$ cat src/rtl/pmctl_pkg.sv
package pmctl_pkg;

    localparam int unsigned REG_W    = 16;
    localparam int unsigned LANE_W   = REG_W / 2;
    localparam int unsigned IRQ_BIT  = 0;
    localparam int unsigned GREL_BIT = 2;
    localparam int unsigned TYPE_LSB = 10;
    localparam int unsigned TYPE_W   = 3;
    localparam int unsigned SLP_BIT  = 13;
    localparam logic [TYPE_W-1:0] SOFT_OFF_CODE = '0;

    typedef enum logic [1:0] {
        ACC_NONE = 2'd0,
        ACC_LO   = 2'd1,
        ACC_HI   = 2'd2,
        ACC_WORD = 2'd3
    } acc_e;

    typedef struct packed {
        logic              load;
        logic [REG_W-1:0]  next_val;
        logic              fire;
    } upd_t;

    function automatic logic [REG_W-1:0] slp_mask();
        logic [REG_W-1:0] m;
        m = '0;
        m[SLP_BIT] = 1'b1;
        return m;
    endfunction

    function automatic logic [REG_W-1:0] hide_mask();
        logic [REG_W-1:0] m;
        m = slp_mask();
        m[GREL_BIT] = 1'b1;
        return m;
    endfunction

    function automatic logic is_soft_off(input logic [REG_W-1:0] v);
        return v[SLP_BIT] && (v[TYPE_LSB +: TYPE_W] == SOFT_OFF_CODE);
    endfunction

    function automatic acc_e classify(input logic wr, input logic word, input logic hi);
        if (!wr)  return ACC_NONE;
        if (word) return ACC_WORD;
        return hi ? ACC_HI : ACC_LO;
    endfunction

endpackage

$ cat src/rtl/pmctl_decode.sv
module pmctl_decode
    import pmctl_pkg::*;
(
    input  logic             wr_en,
    input  logic             size_word,
    input  logic             addr_hi,
    input  logic [REG_W-1:0] wdata,
    input  logic [REG_W-1:0] cur,
    output upd_t             upd
);
    acc_e             kind;
    logic [REG_W-1:0] hi_view;

    assign kind    = classify(wr_en, size_word, addr_hi);
    assign hi_view = {wdata[LANE_W-1:0], {LANE_W{1'b0}}};

    always_comb begin
        upd = '{load: 1'b0, next_val: cur, fire: 1'b0};
        unique case (kind)
            ACC_WORD: begin
                upd.load     = 1'b1;
                upd.next_val = wdata & ~slp_mask();
                upd.fire     = is_soft_off(wdata);
            end
            ACC_HI: begin
                upd.load     = 1'b1;
                upd.next_val = {wdata[LANE_W-1:0], cur[LANE_W-1:0]} & ~slp_mask();
                upd.fire     = is_soft_off(hi_view);
            end
            ACC_LO: begin
                upd.load     = 1'b1;
                upd.next_val = {cur[REG_W-1:LANE_W], wdata[LANE_W-1:0]};
            end
            default: ;
        endcase
    end
endmodule

$ cat src/rtl/pmctl_store.sv
module pmctl_store
    import pmctl_pkg::*;
(
    input  logic             clk,
    input  logic             rst,
    input  upd_t             upd,
    output logic [REG_W-1:0] cur,
    output logic             req
);
    always_ff @(posedge clk) begin
        if (rst) begin
            cur <= '0;
            req <= 1'b0;
        end else begin
            if (upd.load) cur <= upd.next_val;
            req <= upd.fire;
        end
    end
endmodule

$ cat src/rtl/pmctl_rdmux.sv
module pmctl_rdmux
    import pmctl_pkg::*;
(
    input  logic             rd_en,
    input  logic             size_word,
    input  logic             addr_hi,
    input  logic [REG_W-1:0] cur,
    output logic [REG_W-1:0] rdata
);
    logic [REG_W-1:0] vis;
    assign vis = cur & ~hide_mask();

    always_comb begin
        rdata = '0;
        if (rd_en) begin
            if (size_word)    rdata = vis;
            else if (addr_hi) rdata[LANE_W-1:0] = vis[REG_W-1:LANE_W];
            else              rdata[LANE_W-1:0] = vis[LANE_W-1:0];
        end
    end
endmodule

$ cat src/rtl/pmctl_reg.sv
module pmctl_reg
    import pmctl_pkg::*;
(
    input  logic             clk,
    input  logic             rst,
    input  logic             wr_en,
    input  logic             rd_en,
    input  logic             size_word,
    input  logic             addr_hi,
    input  logic [REG_W-1:0] wdata,
    output logic [REG_W-1:0] rdata,
    output logic             shutdown_req
);
    upd_t             upd;
    logic [REG_W-1:0] cur;

    pmctl_decode u_decode (
        .wr_en     (wr_en),
        .size_word (size_word),
        .addr_hi   (addr_hi),
        .wdata     (wdata),
        .cur       (cur),
        .upd       (upd)
    );

    pmctl_store u_store (
        .clk (clk),
        .rst (rst),
        .upd (upd),
        .cur (cur),
        .req (shutdown_req)
    );

    pmctl_rdmux u_rdmux (
        .rd_en     (rd_en),
        .size_word (size_word),
        .addr_hi   (addr_hi),
        .cur       (cur),
        .rdata     (rdata)
    );
endmodule

$ cat config.mk
export PLATFORM = sky130hd
export DESIGN_NAME = pmctl_reg
export DESIGN_NICKNAME = d
export VERILOG_FILES = /design/src/rtl/pmctl_pkg.sv /design/src/rtl/pmctl_decode.sv /design/src/rtl/pmctl_store.sv /design/src/rtl/pmctl_rdmux.sv /design/src/rtl/pmctl_reg.sv
export SDC_FILE = /design/constraint.sdc
export NUM_CORES = 1
export LEC_CHECK = 0
export BUFFER_PORTS_ARGS = -buffer_cell sky130_fd_sc_hd__clkbuf_2
export CORE_MARGIN = 5
export CORE_UTILIZATION = 44
export DETAILED_ROUTE_END_ITERATION = 7
export GPL_TIMING_DRIVEN = 0
export PLACE_DENSITY = 0.77
export SLEW_MARGIN = 10
export SYNTH_ARGS = -nofsm -noshare
export SYNTH_HDL_FRONTEND = slang
export SYNTH_SLANG_ARGS = --single-unit
$ cat constraint.sdc
create_clock -name clk -period 1.7 [get_ports clk]
set_input_delay 0.51 -clock clk [delete_from_list [all_inputs] [get_ports clk]]
set_output_delay 0.51 -clock clk [all_outputs]
set_load 0.03 [all_outputs]
Word level (Yosys, flattened, before mapping)
Cells that the tools add are included.
- bits in registers: 17
- bits in latches: 0
- bits in writable memories: 0
- bits in read-only memories: 0
- input bits: 22
- output and inout port bits: 17
- word-level logic and storage cells: 29
- memories kept: 0
- add/sub/neg operators: 0
- multiply operators: 0
- divide/modulo/power cells: 0
- $lt $le $gt $ge: 0
- equal/unequal tests: 3
- shift operators: 0
- muxes and demuxes: 13
- bitwise operators: 2
- reductions and logical operators: 8
- operators by type and width (cell ; number):
    one-hot mux 17 bit (3 select lines) ; 1
    two-way mux 8 bit ; 3
    two-way mux 16 bit ; 1
    two-way mux 2 bit ; 5
    logical NOT 3 bit ; 2
    AND reduction 3 bit ; 2
    == test 2 bit (second input constant) ; 2
    nonzero test 2 bit ; 2
    == test 2 x 1 -> 1 bit (second input constant) ; 1
    logical AND 1 bit ; 2
    two-way mux 1 bit ; 2
    NOT 1 bit ; 2
    one-hot mux 1 bit (2 select lines) ; 1

Logic depth before layout (Yosys ltp)
Gate-level depths: netlist of the first run.
- word-level depth: 7
- gate-level depth with buffers: 4
- gate-level depth less buffers: 3

Cells and area by module
From an unflattened synthesis of the first run, not the netlist that was laid out.
- cells, all modules: 132
- area total of the unflattened synthesis: 1213.7 um^2
- by module, submodules not included (module ; times used ; cells each ; area each (um^2) ; seq. area each (um^2)):
    pmctl_store ; 1 ; 54 ; 608.1 ; 340.3
    pmctl_decode ; 1 ; 44 ; 392.9 ; 0.0
    pmctl_rdmux ; 1 ; 34 ; 212.7 ; 0.0

Worst setup path before layout of the first run
OpenSTA, ideal clock, no wires.
- path kind: input to output
- start point: input size_word
- end point: output rdata[0]
- data arrival time: 1617 ps
- required time: 1190 ps
- slack: -427 ps
- cell stages on the path: 4
- buffers on the path: 1
- cell sequence: and2b_2 -> buf_6 -> nand2_1 -> a21boi_0
- longest elaborated chain between the ends: 2
- ends and longest elaborated chain (item ; line ; RTL):
    start: declaration ; pmctl_reg.sv:8 ; input logic size_word,
    two-way mux 8 bit ; pmctl_rdmux.sv:16 ; if (size_word) rdata = vis;
    two-way mux 16 bit ; pmctl_rdmux.sv:15 ; if (rd_en) begin
    end: declaration ; pmctl_reg.sv:11 ; output logic [REG_W-1:0] rdata,
No other way between the ends.

Final worst setup path of the first run
Ends and elaborated chain as after synthesis.

==> metrics.yaml, run 1 <==
grt_antenna_before_repair: 0
cpPeakStageDelay_ns: 0.24
cts.sink_count: 15
grt_pass1_vias: 988
reg2reg_slack_ns: 0.84
die_width_um: 52.8
critPathBufInv: 3
power_frac_clock: 0.252
syn-num-nets: 132
setup_violation_total_in_the_final_timing_report: 7
max_cap_violations: 0
timing.setup.tns_ns: -1.02
synth.lib_cells_used.distinct: 22
cts-root-buf: "sky130_fd_sc_hd__clkbuf_4"
start_util: 0.466
crit_path_max_fanout: 5
post_route_cells_drive_above_1_share: 0.449
area_fraction_in_compound_gates_after_synthesis: 0.160
critical_path.most_common_cell: "sky130_fd_sc_hd__buf_6"
globalRouteOverflowTotal: 0
hold_buffers: 0
final_min_period_over_clock_period: 1.10
cts.htree.levels: 1
timing_worst_setup_path_type: "in -> out"
total_cts_buffers: 3
internal_power_mw: 0.578
reg2reg_to: "u_store.cur[9]$_SDFFE_PP0P_"
unrepaired_setup_endpoints_after_global_routing: "true"
worst_hold_path_type: "in -> reg"
detailroute.via_count: 1002
floorplan.io_pins: 39
synthesized_area_fraction_occupied_by_xor_and_xnor_cells: 0
fin_skew_ns: 0
n_fill_cell: 136
period_needed_ns: 1.87
hold_violations: 0
die_h_um: 52.8
place_worst_setup_slack_ns: -0.303
area_share_of_fa_ha_maj_cells_after_synthesis: 0
yosys_warnings: 0
placement.io_buffers: 37
synth_seq_cells: 15
post_synth_instance_area_um2: 805
worstSetupEndpointType: "primary output"
route.detailed.drc: 0
drt_wl_total_mm: 2.77
switching_power_mw: 0.268
die_area_um2: 2780
dominant_combinational_cell_family_by_area_after_synthesis: "simple AND/OR/NAND/NOR gates"
synth_cells: 110
timing.hold.worst_endpoint: "u_store.cur[7]$_SDFFE_PP0P_"
run_status: "finished with violations"
finalNetCount: 181
tritoncts: "yes"
design_area_um2: 1340
clock.fmax_mhz: 534
sequential_cell_area_um2: 300
power_mw: 0.846
irDropWorstVdd_v: 0.000501
estimated_wirelength_of_the_detail_placed_design_mm: 1.84
cp_cell_sequence: "buf_6 -> and2b_2 -> buf_6 -> nand2_4 -> a21boi_4 -> buf_8"
routedWlPerCell_um: 15.2
final-instance-count-excl-fill: 183
fp.coreArea_um2: 1730
globalRouteTotalUtil: 0.216
detailed_route_iter0_violations: 27
critical_path_required_ns: 1.19
placementRows: 15
antenna_violating_nets_post_route: 0
regToRegStartpoint: "u_store.cur[9]$_SDFFE_PP0P_"
pwr-share-comb: 0.286
worstSkewPairLatency_ns: 0.29
synth_simple_gate_area_frac: 0.400
num_antenna_cells: 0
first_pass_grt_wire_length_mm: 4.43
dpl-instance-area_um2: 1090
worst_hold_path.num_cells: 3
worst_setup_hold_path_clk_slew_ns: 0.10
path_delay_family: "buffers and inverters"
cts-root-to-sink-buffers: 2
multiInputGateArea_um2: 574
grt_start_max_net_pins: 12
drtPass1Iterations: 4
post-route-worst-setup-slack_ns: -0.172
critPathArrivalTime_ns: 1.36
power-per-cell-area_nw_per_um2: 630
synth_area_per_cell_um2: 7.31
setup.worst_path.start_class: "input pin"
total_leakage_power_nw: 0.654
slowest_stage: "sky130_fd_sc_hd__and2b_2"
drt-vias-per-instance: 5.48
slew_violations: 0
synth_mux_area_frac: 0
gp_congestion: 0.798
power.switching_fraction: 0.317
failed_checks: "negative setup slack"
timing.reg2reg.worst_path_depth: 2
synth.yosys.seq_area_share: 0.373
placed_cells: 172
seq_power_share: 0.463
flow.area_growth_from_synthesis_pct: 66.9
worst_hold_startpoint: "wdata[7]"
==> cell usage after synthesis, drive strengths merged <==
library cell | number | area [um^2]
a21boi | 6 | 45.0
a21oi | 8 | 40.0
and2b | 1 | 8.76
and3 | 9 | 56.3
buf | 5 | 38.8
clkbuf | 2 | 7.51
conb | 1 | 3.75
dfxtp | 15 | 300
inv | 1 | 3.75
nand2 | 13 | 48.8
nand2b | 1 | 6.26
nand3 | 7 | 35.0
nand3b | 2 | 15.0
nand4b | 1 | 8.76
nor2 | 21 | 78.8
nor3 | 1 | 5.00
nor4 | 7 | 43.8
nor4b | 1 | 15.0
o21a | 1 | 8.76
o21ai | 7 | 35.0
==> layer usage <==
layer,share of wire,global-route usage,routed length [um]
met2,0.53,0.380,1460
met5,0,0,0
met1,0.38,0.257,1050
met4,0.017,0.0638,47
met3,0.076,0.0484,211
==> what timing repair did <==
action,4_1_cts,5_1_grt
buffers inserted,3,4
cloned,1,0
pin swaps,2,6
setup endpoints to repair,10,10
resized for setup,34,20
==> cells by family (layout without fill, tap and decap cells) <==
group / count (synthesis) / in the layout
flip-flops: 15 / 15
AO/OA/AOI/OAI: 22 / 22
other: 1 / 1
buffers and inverters: 8 / 56
AND/OR/NAND/NOR: 64 / 64
==> how the worst max path moves through the flow <==
stage | cells after the start | from | endpoint | slack [ns]
after global placement | 6 | size_word | rdata[7] | -0.30
after global routing | 6 | size_word | rdata[1] | -0.21
after CTS | 6 | size_word | rdata[4] | -0.18
final | 6 | size_word | rdata[0] | -0.17
after detailed placement | 6 | size_word | rdata[7] | -0.30
after floorplan | 4 | size_word | rdata[0] | -0.0006
==> worst min-delay path: cells and delay by family <==
kind	cells	cell delay, ns
buf+inv	1	0.09
simple gates	1	0.06
compound gates	1	0.05
==> area by class of cell <==
cell class,instances,share of cell area
multi-input combinational,87,0.428
timing repair buffer,45,0.258
sequential,15,0.224
buffer,6,0.0447
tap,25,0.0233
clock buffer,4,0.0196
inverter,1,0.00280
==> registers in the layout, indices dropped and copies added (netlist names) <==
register and count:
u_store.cur 14, u_store.req 1
==> placed cells by master (no fill, tap or decap), types with 2 or more instances in the layout <==
master                      n
sky130_fd_sc_hd__a21oi_1    8
sky130_fd_sc_hd__a21boi_4   6
sky130_fd_sc_hd__dfxtp_1   15
sky130_fd_sc_hd__nand2_4    4
sky130_fd_sc_hd__nand2_1    7
sky130_fd_sc_hd__nand3_1    7
sky130_fd_sc_hd__and3_1     7
sky130_fd_sc_hd__nor4_1     7
sky130_fd_sc_hd__buf_6      4
sky130_fd_sc_hd__nand2_2    2
sky130_fd_sc_hd__nor2_1    21
sky130_fd_sc_hd__clkbuf_2  24
sky130_fd_sc_hd__and3_4     2
sky130_fd_sc_hd__clkbuf_4   4
sky130_fd_sc_hd__o21ai_0    7
sky130_fd_sc_hd__buf_8     10
sky130_fd_sc_hd__buf_4     10
sky130_fd_sc_hd__nand3b_1   2
sky130_fd_sc_hd__clkbuf_1   2
==> power groups by stage <==
stage / Combinational, mW / Sequential (mW) / Clock (mW)
floorplan: 0.123 / 0.391 / 0
global placement: 0.186 / 0.393 / 0
detailed placement: 0.187 / 0.395 / 0
CTS: 0.217 / 0.390 / 0.210
global route: 0.260 / 0.395 / 0.235
finish: 0.241 / 0.391 / 0.213
==> per-stage QoR <==
step,util,hold WS [ns]
2_1_floorplan,-,0.449
3_3_place_gp,0.631,0.461
3_5_place_dp,0.631,0.468
4_1_cts,0.734,0.469
5_1_grt,0.778,0.468
6_report,0.778,0.463
No activity file was read; power rests on OpenSTA's default activity.
==> inputs of run 2 (changes only) <==
--- a/config.mk
+++ b/config.mk
@@ -7,11 +7,12 @@
 export LEC_CHECK = 0
 export BUFFER_PORTS_ARGS = -buffer_cell sky130_fd_sc_hd__clkbuf_2
 export CORE_MARGIN = 5
-export CORE_UTILIZATION = 44
+export CORE_UTILIZATION = 50
 export DETAILED_ROUTE_END_ITERATION = 7
 export GPL_TIMING_DRIVEN = 0
-export PLACE_DENSITY = 0.77
+export PLACE_DENSITY = 0.79
 export SLEW_MARGIN = 10
 export SYNTH_ARGS = -nofsm -noshare
 export SYNTH_HDL_FRONTEND = slang
+export SYNTH_HIERARCHICAL = 1
 export SYNTH_SLANG_ARGS = --single-unit
==> run 2 against run 1 <==
  * The flow still finishes with violations (negative setup slack)
  * Critical path depth decreased by 1
  * Sequential power shrank 2%
  * Sequential share of layout area decreased by 2.6 points
  * Hold slack worse by 0.00051 ns
  * Sequential cell count is the same
  * Register-to-register slack worse by 0.18 ns
  * Final cell count is 6.0% higher
  * Worst setup slack gained 0.044 ns
  * Largest power group unchanged
  * Highest routed layer unchanged
==> metrics.yaml, run 2 <==
run_status: "finished with violations"
failed_checks: "negative setup slack"
timing_worst_setup_path_type: "in -> out"
synth_area_per_cell_um2: 9.06  # +24%
finalNetCount: 189  # +4.4%
floorplan.io_pins: 39  # unchanged
route.detailed.drc: 0  # unchanged
worstSetupEndpointType: "primary output"
post_route_cells_drive_above_1_share: 0.464  # +0.0145
fp.coreArea_um2: 2170  # +26%
detailed_route_iter0_violations: 27  # unchanged
hold_buffers: 0  # unchanged
design_area_um2: 1520  # +13%
timing.setup.tns_ns: -0.754  # +0.261 ns
flow.area_growth_from_synthesis_pct: 35.3
total_leakage_power_nw: 0.733  # +12%
place_worst_setup_slack_ns: -0.279  # +0.0246 ns
syn-num-nets: 146  # +11%
estimated_wirelength_of_the_detail_placed_design_mm: 2.10  # +14%
regs_by_ff_count: "u_store/cur x14, u_store/req x1"
placement.io_buffers: 36  # -2.7%
die_area_um2: 3300  # +18%
crit_path_max_fanout: 8  # +3
mostFrequentLayoutCells: "sky130_fd_sc_hd__clkbuf_2 (25), sky130_fd_sc_hd__nand2_1 (20), sky130_fd_sc_hd__nor2_1 (17)"
die_h_um: 57.4  # +8.8%
detailroute.via_count: 1046  # +4.4%
worstSkewPairLatency_ns: 0.28  # about the same
yosys_warnings: 6  # +6
grt_pass1_vias: 1037  # +5.0%
routedWlPerCell_um: 15.0  # -1.0%
final_min_period_over_clock_period: 1.08  # -0.0258
setup_violation_total_in_the_final_timing_report: 7  # unchanged
first_pass_grt_wire_length_mm: 4.72  # +6.5%
post-route-worst-setup-slack_ns: -0.128  # +0.0439 ns
critPathArrivalTime_ns: 1.32  # -0.04 ns
die_width_um: 57.4  # +8.8%
period_needed_ns: 1.83  # -0.0439 ns
tritoncts: "yes"
irDropWorstVdd_v: 0.000426  # -15%
cts.sink_count: 15  # unchanged
setup.worst_path.start_class: "input pin"
grt_start_max_net_pins: 13  # +1
num_antenna_cells: 0  # unchanged
total_cts_buffers: 3  # unchanged
drt-vias-per-instance: 5.39  # -1.5%
cts-root-buf: "sky130_fd_sc_hd__clkbuf_4"
critical_path_required_ns: 1.19  # about the same
placementRows: 17  # +2
final-instance-count-excl-fill: 194  # +6.0%
slew_violations: 0  # unchanged
drtPass1Iterations: 4  # unchanged
unrepaired_setup_endpoints_after_global_routing: "true"
layout.core_utilization: 0.701  # -0.0768
globalRouteOverflowTotal: 0  # unchanged
worst_hold_path_type: "in -> reg"
synth_cells: 124  # +13%
clock.fmax_mhz: 547  # +2.4%
drt_wl_total_mm: 2.91  # +4.9%
gp_congestion: 0.863  # +8.1%
number_of_flip_flops_under_the_largest_register_name: 14  # unchanged
grt_antenna_before_repair: 0  # unchanged
max_cap_violations: 0  # unchanged
layout.cells.most_common: "sky130_fd_sc_hd__clkbuf_2"
fin_skew_ns: 0  # unchanged
worst_setup_hold_path_clk_slew_ns: 0.09  # about the same
placed_cells: 188  # +9.3%
hold_violations: 0  # unchanged
start_util: 0.518  # +0.0519
largest-register: "u_store/cur"
post_synth_instance_area_um2: 1120  # +40%
antenna_violating_nets_post_route: 0  # unchanged
dpl-instance-area_um2: 1360  # +25%
cts-root-to-sink-buffers: 2  # unchanged
cts.htree.levels: 1  # unchanged
globalRouteTotalUtil: 0.182  # -0.0339
power-per-cell-area_nw_per_um2: 564  # -10%
[run 2: worst paths after layout]
check | from | endpoint | slack (ns) | depth (start not counted)
worst max register to register | u_store/cur[8]$_SDFFE_PP0P_ | u_store/cur[8]$_SDFFE_PP0P_ | 0.66 | 4
worst min-delay path | rst | u_store/req$_SDFF_PP0_ | 0.46 | 2
worst min register to register | u_store/cur[4]$_SDFFE_PP0P_ | u_store/cur[4]$_SDFFE_PP0P_ | 0.54 | 2
worst max-delay path | size_word | rdata[3] | -0.13 | 5
[run 2: what timing repair did]
action | in CTS | in global routing
setup buffers | 2 | 0
resized for setup | 22 | 8
endpoints found under the setup margin | 14 | 9
[run 2: routing by layer]
| metal | wire length [um] | vias up | GRT usage |
|---|---|---|---|
| li1 | - | 522 | - |
| met3 | 211 | 4 | 0.0271 |
| met1 | 1260 | 488 | 0.239 |
| met2 | 1410 | 32 | 0.300 |
| met5 | 0 | - | 0 |
| met4 | 27 | 0 | 0.0662 |
[run 2: layout make-up]
type / instances / area, um^2
Inverter: 1 / 3.75
Tap cell: 28 / 35.0
Buffer: 12 / 120
Clock buffer: 4 / 26.3
Multi-Input combinational cell: 96 / 743
Sequential cell: 15 / 300
Timing Repair Buffer: 38 / 292
Fill cell: 197 / 649
[run 2: critical path, stage by stage]
cell and delay (ns):
sky130_fd_sc_hd__clkbuf_16 0.12, sky130_fd_sc_hd__nor2b_4 0.11, sky130_fd_sc_hd__buf_8 0.16, sky130_fd_sc_hd__mux2i_2 0.23, sky130_fd_sc_hd__clkbuf_8 0.19
[run 2: where the power goes]
group	switching, mW	total (mW)	internal (mW)
clock	0.118	0.209	0.0912
sequential	0.0154	0.384	0.368
combinational	0.126	0.265	0.138
total	0.260	0.858	0.598
[run 2: through the flow]
step                hold WS [ns]  power, mW
CTS                        0.445      0.864
finish                     0.462      0.858
global route               0.468      0.902
detailed placement         0.516      0.631
global placement           0.500      0.624
floorplan                  0.484      0.562
